`config.mk`:
```
export PLATFORM = sky130hd
export DESIGN_NAME = rtc_calendar_core
export DESIGN_NICKNAME = d
export VERILOG_FILES = /design/src/rtl/rtc_cal_pkg.sv /design/src/rtl/rtc_field_unit.sv /design/src/rtl/rtc_day_limit.sv /design/src/rtl/rtc_calendar_core.sv
export SDC_FILE = /design/constraint.sdc
export NUM_CORES = 1
export LEC_CHECK = 0
export BUFFER_PORTS_ARGS = -buffer_cell sky130_fd_sc_hd__buf_4
export CORE_MARGIN = 2
export CORE_UTILIZATION = 64
export CTS_CLUSTER_DIAMETER = 100
export DETAILED_ROUTE_END_ITERATION = 6
export PLACE_DENSITY_LB_ADDON = 0.2
export SLEW_MARGIN = 15
export SYNTH_ARGS = -nofsm -noshare
export SYNTH_HDL_FRONTEND = slang
export SYNTH_SLANG_ARGS = --single-unit
```
`constraint.sdc`:
```
create_clock -name clk -period 10.2 [get_ports clk]
set_input_delay 1.53 -clock clk [delete_from_list [all_inputs] [get_ports clk]]
set_output_delay 1.53 -clock clk [all_outputs]
set_load 0.01 [all_outputs]
```
`src/rtl/rtc_cal_pkg.sv`:
```
package rtc_cal_pkg;
   localparam int FIELD_W  = 8;
   localparam int N_FIELDS = 7;

   typedef enum logic [2:0] {
      F_SEC = 3'd0, F_MIN = 3'd1, F_HOUR = 3'd2, F_WDAY = 3'd3,
      F_MDAY = 3'd4, F_MON = 3'd5, F_YEAR = 3'd6, F_NONE = 3'd7
   } field_sel_e;

   function automatic logic [7:0] to_bin(input logic [7:0] v, input logic bin);
      logic [7:0] t;
      t = {4'd0, v[7:4]};
      return bin ? v : (t << 3) + (t << 1) + {4'd0, v[3:0]};
   endfunction

   function automatic logic [7:0] from_bin(input logic [7:0] v, input logic bin);
      logic [7:0] tens, units;
      tens  = v / 8'd10;
      units = v % 8'd10;
      return bin ? v : {tens[3:0], units[3:0]};
   endfunction

   function automatic logic [7:0] field_lo(input int idx);
      return (idx == 3 || idx == 4 || idx == 5) ? 8'd1 : 8'd0;
   endfunction

   function automatic logic [7:0] field_hi(input int idx);
      case (idx)
         0, 1:    return 8'd59;
         2:       return 8'd23;
         3:       return 8'd7;
         4:       return 8'd31;
         5:       return 8'd12;
         default: return 8'd99;
      endcase
   endfunction
endpackage

```
`src/rtl/rtc_field_unit.sv`:
```
module rtc_field_unit #(
   parameter int FW = 8,
   parameter logic [FW-1:0] RST_VAL = '0
) (
   input  logic          clk,
   input  logic          rst_n,
   input  logic          adv_i,
   input  logic          ld_i,
   input  logic [FW-1:0] ld_val_i,
   input  logic          bin_mode_i,
   input  logic [FW-1:0] lo_i,
   input  logic [FW-1:0] hi_i,
   output logic [FW-1:0] q_o,
   output logic          wrap_o
);
   logic [FW-1:0] cur_bin, nxt_bin;

   assign cur_bin = rtc_cal_pkg::to_bin(q_o, bin_mode_i);
   assign wrap_o  = adv_i && (cur_bin >= hi_i);
   assign nxt_bin = wrap_o ? lo_i : cur_bin + 1'b1;

   always_ff @(posedge clk or negedge rst_n) begin
      if (!rst_n)      q_o <= RST_VAL;
      else if (ld_i)   q_o <= ld_val_i;
      else if (adv_i)  q_o <= rtc_cal_pkg::from_bin(nxt_bin, bin_mode_i);
   end
endmodule

```
`src/rtl/rtc_day_limit.sv`:
```
module rtc_day_limit #(
   parameter int FW         = 8,
   parameter int PIVOT      = 50,
   parameter bit FULL_RULE  = 1'b1
) (
   input  logic [FW-1:0] mon_bin_i,
   input  logic [FW-1:0] yr_bin_i,
   output logic [FW-1:0] len_o
);
   localparam logic [FW-1:0] PIV = FW'(PIVOT);
   logic leap;

   generate
      if (FULL_RULE) begin : g_greg
         logic [11:0] full_yr;
         assign full_yr = (yr_bin_i < PIV) ? 12'd2000 + 12'(yr_bin_i)
                                           : 12'd1900 + 12'(yr_bin_i);
         assign leap = (full_yr % 12'd4 == 12'd0) &&
                       ((full_yr % 12'd100 != 12'd0) || (full_yr % 12'd400 == 12'd0));
      end else begin : g_mod4
         assign leap = (yr_bin_i[1:0] == 2'b00);
      end
   endgenerate

   always_comb begin
      case (mon_bin_i)
         FW'(2):                   len_o = leap ? FW'(29) : FW'(28);
         FW'(4), FW'(6), FW'(9), FW'(11): len_o = FW'(30);
         default:                  len_o = FW'(31);
      endcase
   end
endmodule

```
`src/rtl/rtc_calendar_core.sv`:
```
module rtc_calendar_core #(
   parameter int FW        = 8,
   parameter int PIVOT     = 50,
   parameter bit FULL_RULE = 1'b1
) (
   input  logic          clk,
   input  logic          rst_n,
   input  logic          tick_i,
   input  logic          hold_i,
   input  logic          bin_mode_i,
   input  logic          ld_en_i,
   input  logic [2:0]    ld_sel_i,
   input  logic [FW-1:0] ld_data_i,
   output logic [FW-1:0] sec_o,
   output logic [FW-1:0] min_o,
   output logic [FW-1:0] hour_o,
   output logic [FW-1:0] wday_o,
   output logic [FW-1:0] mday_o,
   output logic [FW-1:0] mon_o,
   output logic [FW-1:0] year_o
);
   import rtc_cal_pkg::*;
   localparam int NF = N_FIELDS;

   generate
      if (FW != FIELD_W) begin : g_bad_fw
         $error("rtc_calendar_core: FW must equal 8 for two-digit BCD fields");
      end
      if (PIVOT < 0 || PIVOT > 99) begin : g_bad_piv
         $error("rtc_calendar_core: PIVOT must lie in 0..99");
      end
   endgenerate

   logic [FW-1:0] fq   [NF];
   logic [NF-1:0] adv, wrap, ld;
   logic [FW-1:0] day_len;
   logic          step;

   assign step = tick_i && !hold_i && !ld_en_i;

   always_comb begin
      adv[F_SEC]  = step;
      adv[F_MIN]  = wrap[F_SEC];
      adv[F_HOUR] = wrap[F_MIN];
      adv[F_WDAY] = wrap[F_HOUR];
      adv[F_MDAY] = wrap[F_HOUR];
      adv[F_MON]  = wrap[F_MDAY];
      adv[F_YEAR] = wrap[F_MON];
   end

   rtc_day_limit #(.FW(FW), .PIVOT(PIVOT), .FULL_RULE(FULL_RULE)) u_limit (
      .mon_bin_i (to_bin(fq[F_MON], bin_mode_i)),
      .yr_bin_i  (to_bin(fq[F_YEAR], bin_mode_i)),
      .len_o     (day_len)
   );

   for (genvar i = 0; i < NF; i++) begin : g_field
      assign ld[i] = ld_en_i && (ld_sel_i == 3'(i));
      rtc_field_unit #(.FW(FW), .RST_VAL(field_lo(i))) u_fld (
         .clk        (clk),
         .rst_n      (rst_n),
         .adv_i      (adv[i]),
         .ld_i       (ld[i]),
         .ld_val_i   (ld_data_i),
         .bin_mode_i (bin_mode_i),
         .lo_i       (field_lo(i)),
         .hi_i       ((i == 4) ? day_len : field_hi(i)),
         .q_o        (fq[i]),
         .wrap_o     (wrap[i])
      );
   end

   assign sec_o  = fq[F_SEC];
   assign min_o  = fq[F_MIN];
   assign hour_o = fq[F_HOUR];
   assign wday_o = fq[F_WDAY];
   assign mday_o = fq[F_MDAY];
   assign mon_o  = fq[F_MON];
   assign year_o = fq[F_YEAR];
endmodule

```
Word level (Yosys, flattened, before mapping)
Index checks and enable logic that the tools add are counted.

word-level totals
  bits of input ports = 17
  logic and storage cells = 135
  output and inout port bits = 56
  register bits = 56

operators by class
  muxes and demuxes = 38
  add/subtract/negate cells = 23
  divide/modulo/power cells = 16
  reductions and logical operators = 32
  $lt $le $gt $ge = 8
  equal/unequal tests = 11

operators with widths
  operator               number
  $mux 8                 35
  $add 7x5->8            7
  $add 8x1->8 const B    7
  $add 8x4->8            7
  $div 8x4->8 const B    7
  $mod 8x4->8 const B    7
  $add 11x8->12 const A  2
  $logic_not 12->1       2
  $logic_and 1x1->1      17
  $eq 8x3->1 const B     2
  $eq 8x4->1 const B     2
  $ge 8x6->1 const B     2
  $pmux 8 s2             1
  $reduce_bool 2->1      7
  $mod 12x7->12 const B  1
  $mod 12x9->12 const B  1
  $mux 12                1
  $reduce_bool 12->1     1
  $eq 3x3->1 const B     3
  $eq 8x2->1 const B     1
  $ge 8x3->1 const B     1
  $ge 8x4->1 const B     1
  $ge 8x5->1 const B     1
  $ge 8x7->1 const B     1
  other kinds (9)        11

Logic depth before layout (Yosys ltp)
  depth after elaboration = 20
  gate-level depth with buffers = 38
  mapped depth without buffers = 36

By module
Synthesis repeated with hierarchy kept, for this count alone.

second synthesis, totals
  cells, all modules = 2114
  area total of the unflattened synthesis = 15486.1 sq um

by module, submodules not included
  module                                  area each (sq um)  instances  sequential area each (sq um)  cells each
  rtc_field_unit at g_field[3].u_fld ...  1891.8             3          201.4                         263
  rtc_field_unit at g_field[0].u_fld ...  1890.6             3          200.2                         263
  rtc_field_unit at g_field[6].u_fld      2037.0             1          200.2                         265
  rtc_day_limit                           1275.0             1          0.0                           165
  rtc_calendar_core                       827.0              1          0.0                           106

Worst setup path after synthesis
Ideal clock, no wire load.

  path type = input to register
  start point = input bin_mode_i
  end point = register g_field[4].u_fld.q_o[3]
  path buffers = 8
  data required time = 10108 ps
  stages on the path = 35
  data arrival time = 8180 ps
  setup time = 92 ps
  setup slack = 1928 ps
  path through = buf_6 buf_6 buf_6 buf_6 buf_6 buf_4 buf_4 mux2i_1 ha_1 buf_1 and2_1 o21ai_4 o21ai_1 mux2_2 and3_1 a222oi_1 o21ai_1 xnor2_1 nor4_1 a31oi_1 o21a_1 ha_1 nand2b_1 a21oi_1 nor2b_1 or4_1 nand3_2 nand2_1 o32ai_2 nor2_1 xnor2_1 ha_1 mux2i_1 o311a_1 o31ai_2

on the way
  cells in the longest elaborated chain, start to end = 16
  elaborated cells on any way between the ends = 40
  those cells by class = add/sub (3); div (3); order compare (5); eq/ne (5); mux (13); reduce/logical (11)

ends and longest elaborated chain
  what                                                           line                     text
  start: declaration                                             rtc_calendar_core.sv:10  input logic bin_mode_i,
  $mux 8                                                         rtc_cal_pkg.sv:13        return bin ? v : (t << 3) + (t << 1) + {4'd0, v[3:0]};
  $add 11x8->12 (tied with other cells)                          rtc_day_limit.sv:17      : 12'd1900 + 12'(yr_bin_i);
  $mux 12                                                        rtc_day_limit.sv:16      assign full_yr = (yr_bin_i < PIV) ? 12'd2000 + 12'(yr_bin_i)
  $mod 12x7->12 / $mod 12x9->12 (equally long branches)          rtc_day_limit.sv:19      ((full_yr % 12'd100 != 12'd0) || (full_yr % 12'd400 == 12'd0));
  $reduce_bool 12->1 / $logic_not 12->1 (equally long branches)  rtc_day_limit.sv:19
  $logic_or 1x1->1                                               rtc_day_limit.sv:19
  $logic_and 1x1->1                                              rtc_day_limit.sv:18      assign leap = (full_yr % 12'd4 == 12'd0) &&
  $mux 1                                                         rtc_day_limit.sv:27      FW'(2): len_o = leap ? FW'(29) : FW'(28);
  $pmux 8 s2                                                     rtc_day_limit.sv:26      case (mon_bin_i)
  $ge 8x8->1                                                     rtc_field_unit.sv:19     assign wrap_o = adv_i && (cur_bin >= hi_i);
  $logic_and 1x1->1                                              rtc_field_unit.sv:19
  $mux 8                                                         rtc_field_unit.sv:20     assign nxt_bin = wrap_o ? lo_i : cur_bin + 1'b1;
  $mod 8x4->8                                                    rtc_cal_pkg.sv:19        units = v % 8'd10;
  $mux 8                                                         rtc_cal_pkg.sv:20        return bin ? v : {tens[3:0], units[3:0]};
  $mux 8                                                         rtc_field_unit.sv:25     else if (adv_i) q_o <= rtc_cal_pkg::from_bin(nxt_bin, bin_mode_i);
  $mux 8                                                         rtc_field_unit.sv:24     else if (ld_i) q_o <= ld_val_i;
  end signal: assignment                                         rtc_field_unit.sv:24
  end signal: assignment                                         rtc_field_unit.sv:25
  end: declaration                                               rtc_field_unit.sv:13     output logic [FW-1:0] q_o,

Parallel ways exist; a longest one is shown, timed or not. The select of a mux whose other input is x is not followed.
A chain may end at the register's enable or synchronous reset.

Worst setup path after layout
  start point = register g_field[6].u_fld.q_o[4]
  end point = register g_field[4].u_fld.q_o[3]

on the way
  cells in the longest elaborated chain, start to end = 18
  elaborated cells on any way between the ends = 23
  those cells by class = add/sub (4); div (3); order compare (2); mux (8); reduce/logical (6)

ends and longest elaborated chain
  what                                                           line
  start: declaration                                             rtc_field_unit.sv:13
  start signal: assignment                                       rtc_field_unit.sv:24
  start signal: assignment                                       rtc_field_unit.sv:25
  $add 7x5->8                                                    rtc_cal_pkg.sv:13
  $add 8x4->8                                                    rtc_cal_pkg.sv:13
  $mux 8 *                                                       rtc_cal_pkg.sv:13
  $add 11x8->12 (tied with other cells)                          rtc_day_limit.sv:17
  $mux 12 *                                                      rtc_day_limit.sv:16
  $mod 12x7->12 / $mod 12x9->12 (equally long branches)          rtc_day_limit.sv:19
  $reduce_bool 12->1 / $logic_not 12->1 (equally long branches)  rtc_day_limit.sv:19
  $logic_or 1x1->1                                               rtc_day_limit.sv:19
  [2 not listed]                                                 n/a
  $pmux 8 s2 *                                                   rtc_day_limit.sv:26
  $ge 8x8->1 *                                                   rtc_field_unit.sv:19
  $logic_and 1x1->1 *                                            rtc_field_unit.sv:19
  $mux 8 *                                                       rtc_field_unit.sv:20
  $mod 8x4->8                                                    rtc_cal_pkg.sv:19
  $mux 8 *                                                       rtc_cal_pkg.sv:20
  $mux 8 *                                                       rtc_field_unit.sv:25
  $mux 8 *                                                       rtc_field_unit.sv:24

Every way passes the cells marked *; elsewhere a longest branch is shown, timed or not. The select of a mux whose other input is x is not followed.

==> results.yml <==
clock_tree:
  clkTransAtPathRegs_ns: 0.07
  cts_tree: "built"
  cts_hold_buf: 0
  cts_setup_buffers: 0
  cts.repair.resized: 0
  clockBufferDepth: 2
  htree_levels: 2
  cts_made_buffers: 5
  cts_num_sinks: 56
  clk_latency_ns: 0.30
  cts-root-buf: "clkbuf_16"
critical_path:
  cp_max_fo: 18
  end_kind: "flip-flop"
  crit_path_top_delay_cell: "nor2_1"
  worst-path-stages: 34
  cp_num_buf_inv: 2
  rr_startpoint: "g_field[6].u_fld.q_o[4]"
  crit_end: "g_field[4].u_fld.q_o[3]"
  startpoint_type: "flip-flop"
  reg2regPathDepth: 34
  crit_required_ns: 10.41
  cp.arrival_ns: 8.83
  worstSetupPathType: "reg -> reg"
  path_delay_family: "compound AO/OA/AOI/OAI gates"
  crit_path_max_incr_delay_ns: 0.59
  cp-startpoint: "g_field[6].u_fld.q_o[4]"
  r2r_end: "g_field[4].u_fld.q_o[3]"
  rrSetupSlack_ns: 1.58
global_routing:
  grtUsageMet1: 0.443
  met3_usage: 0.0479
  antenna_found_initial: 0
  grt_max_degree: 80
  busiest_layer: "met2"
  grt_use_total: 0.336
  use_met2: 0.552
  overflow: 0
  grt_pass1_vias: 10400
  grt_pass1_wl_mm: 50.3
die:
  die_w_um: 133
  fp.dieH_um: 133
  coreArea_um2: 16500
  initial_core_util: 0.649
  dieArea_um2: 17700
  rows: 47
  ios: 73
final_layout:
  fillers: 1367
  finalNetCount: 1539
  drive_above_1_share: 0.130
  reg_top3: "g_field.u_fld.q_o x56"
  stdcell_count: 1657
  syn_to_final_growth_pct: 6.57
  top_register: "g_field.u_fld.q_o"
  largest_reg_flops: 56
  diodes: 0
routing:
  drc: 1
  antenna_left: 0
  drt_iter0_drc: 1126
  wl_per_cell_um: 18.3
  routed_wl_mm: 30.3
  dr_total_vias: 11300
  dr.pass1.iters: 7
  via_per_inst: 6.83
timing:
  drv_slew: 0
  setup_ws_ns: 1.58
  rsz0062_at_grt: "no"
  setup_viol: 0
  fin_setup_tns_ns: 0
  holdWs_ns: 0.587
  max_freq_mhz: 116
  fin_skew_ns: 0.00622
  hold_viol_final: 0
  slew_headroom: 0.264
  worst_pin_slew_ns: 1.10
  fin_crit_ns: 8.62
  period_share: 0.845
yosys:
  synth_top_area_frac: 0.124
  syn-num-nets: 1513
  ys_top_cells_by_count: "150 x nand2_1, 132 x nor2_1, 87 x a21oi_1, 72 x ha_1, 72 x o21ai_0"
  yosys.area.top_type: "dfrtp_1"
  synthAdderAreaFrac: 0.115
  ys_async_sr_fraction: 1.00
  synth_area_um2: 10700
  ys_top_cells_by_area: "dfrtp_1 12%, ha_1 8.4%, nand2_1 5.3%"
  synthMuxAreaShare: 0.0445
  synthFlopType: "dfrtp_1"
  ys_seq_area_frac: 0.132
  synth_edf_count: 0
  synth_xor_area_frac: 0.0607
  post-synth-top-count-cell: "nand2_1"
  synthSimpleGateAreaFrac: 0.270
  ys_warn_count: 0
  synth_compound_gate_area_share: 0.328
  syn_area_per_cell_um2: 7.57
  synth_cell_type_count: 119
  syn_inst: 1410
  synth_seq_cells: 56
  synth_top_family_by_area: "compound AO/OA/AOI/OAI gates"
placement:
  dp_slack_ns: 1.49
  portBuffers: 72
  dp.cells: 1649
  dp_hpwl_mm: 22.5
  routabilityCongestion: 0.941
min_path:
  hold_class: "reg -> reg"
  worstHoldPathCells: 1
job:
  maxCapViolations: 0
run_status:
  violations: "DRC"
  status: "finished, violations left"
-- worst min path at each step --
stage                     slack [ns]                 endpoint                    start
after floorplan                 0.56  g_field[1].u_fld.q_o[0]  g_field[1].u_fld.q_o[0]
after global placement          0.57  g_field[1].u_fld.q_o[0]  g_field[1].u_fld.q_o[0]
after detailed placement        0.57  g_field[1].u_fld.q_o[0]  g_field[1].u_fld.q_o[0]
after CTS                       0.59  g_field[1].u_fld.q_o[0]  g_field[1].u_fld.q_o[0]
after global routing            0.62  g_field[1].u_fld.q_o[0]  g_field[1].u_fld.q_o[0]
final                           0.59  g_field[1].u_fld.q_o[0]  g_field[1].u_fld.q_o[0]
-- routing by layer --
metal | wire length [µm] | part of all wire | vias to the layer above
met3 | 2250 | 0.074 | 108
met1 | 12700 | 0.42 | 5241
met4 | 1330 | 0.044 | 0
li1 | - | - | 5436
met2 | 14000 | 0.46 | 530
met5 | 0 | 0 | -
-- metrics by stage --
step	instance area, µm²	utilization
after floorplan	10700	-
after global placement	11200	0.681
after detailed placement	11200	0.681
after CTS	11400	0.691
after global routing	11400	0.691
final	11400	0.691
-- cell families after synthesis --
family | count (synthesis)
flops | 56
fa+ha+maj | 91
simple gates | 564
buf+inv | 114
mux | 44
xor+xnor | 66
compound gates | 475
-- area by class of cell --
class,instances,area [µm²],share of cell area
Multi-Input combinational cell,1240,8740,0.768
Sequential cell,56,1410,0.123
Timing Repair Buffer,79,593,0.0521
Tap cell,220,275,0.0242
Inverter,54,203,0.0178
Clock buffer,6,129,0.0113
Clock inverter,2,35.0,0.00308
-- cells in the final DEF (no fill, tap or decap), types with 17 or more instances in the layout --
cell	netlist	layout
nand2_1	150	150
nor2_1	132	132
a21oi_1	87	87
buf_4	5	79
o21ai_0	72	72
ha_1	72	72
dfrtp_1	53	53
inv_1	52	52
nand3_1	51	51
nor3_1	39	39
xnor2_1	34	34
o21ai_1	32	32
a31oi_1	27	27
xor2_1	25	25
mux2i_1	25	25
o211ai_1	24	24
a22oi_1	21	21
nor3b_1	19	19
nand2b_1	19	19
nand4_1	18	18
o21a_1	18	18
nor2b_1	17	17
mux2_2	17	17
and2_1	17	17
Power is left out: the tool's default activity adds up to more than one toggle a clock period on the data nets, which glitch-free logic cannot reach.
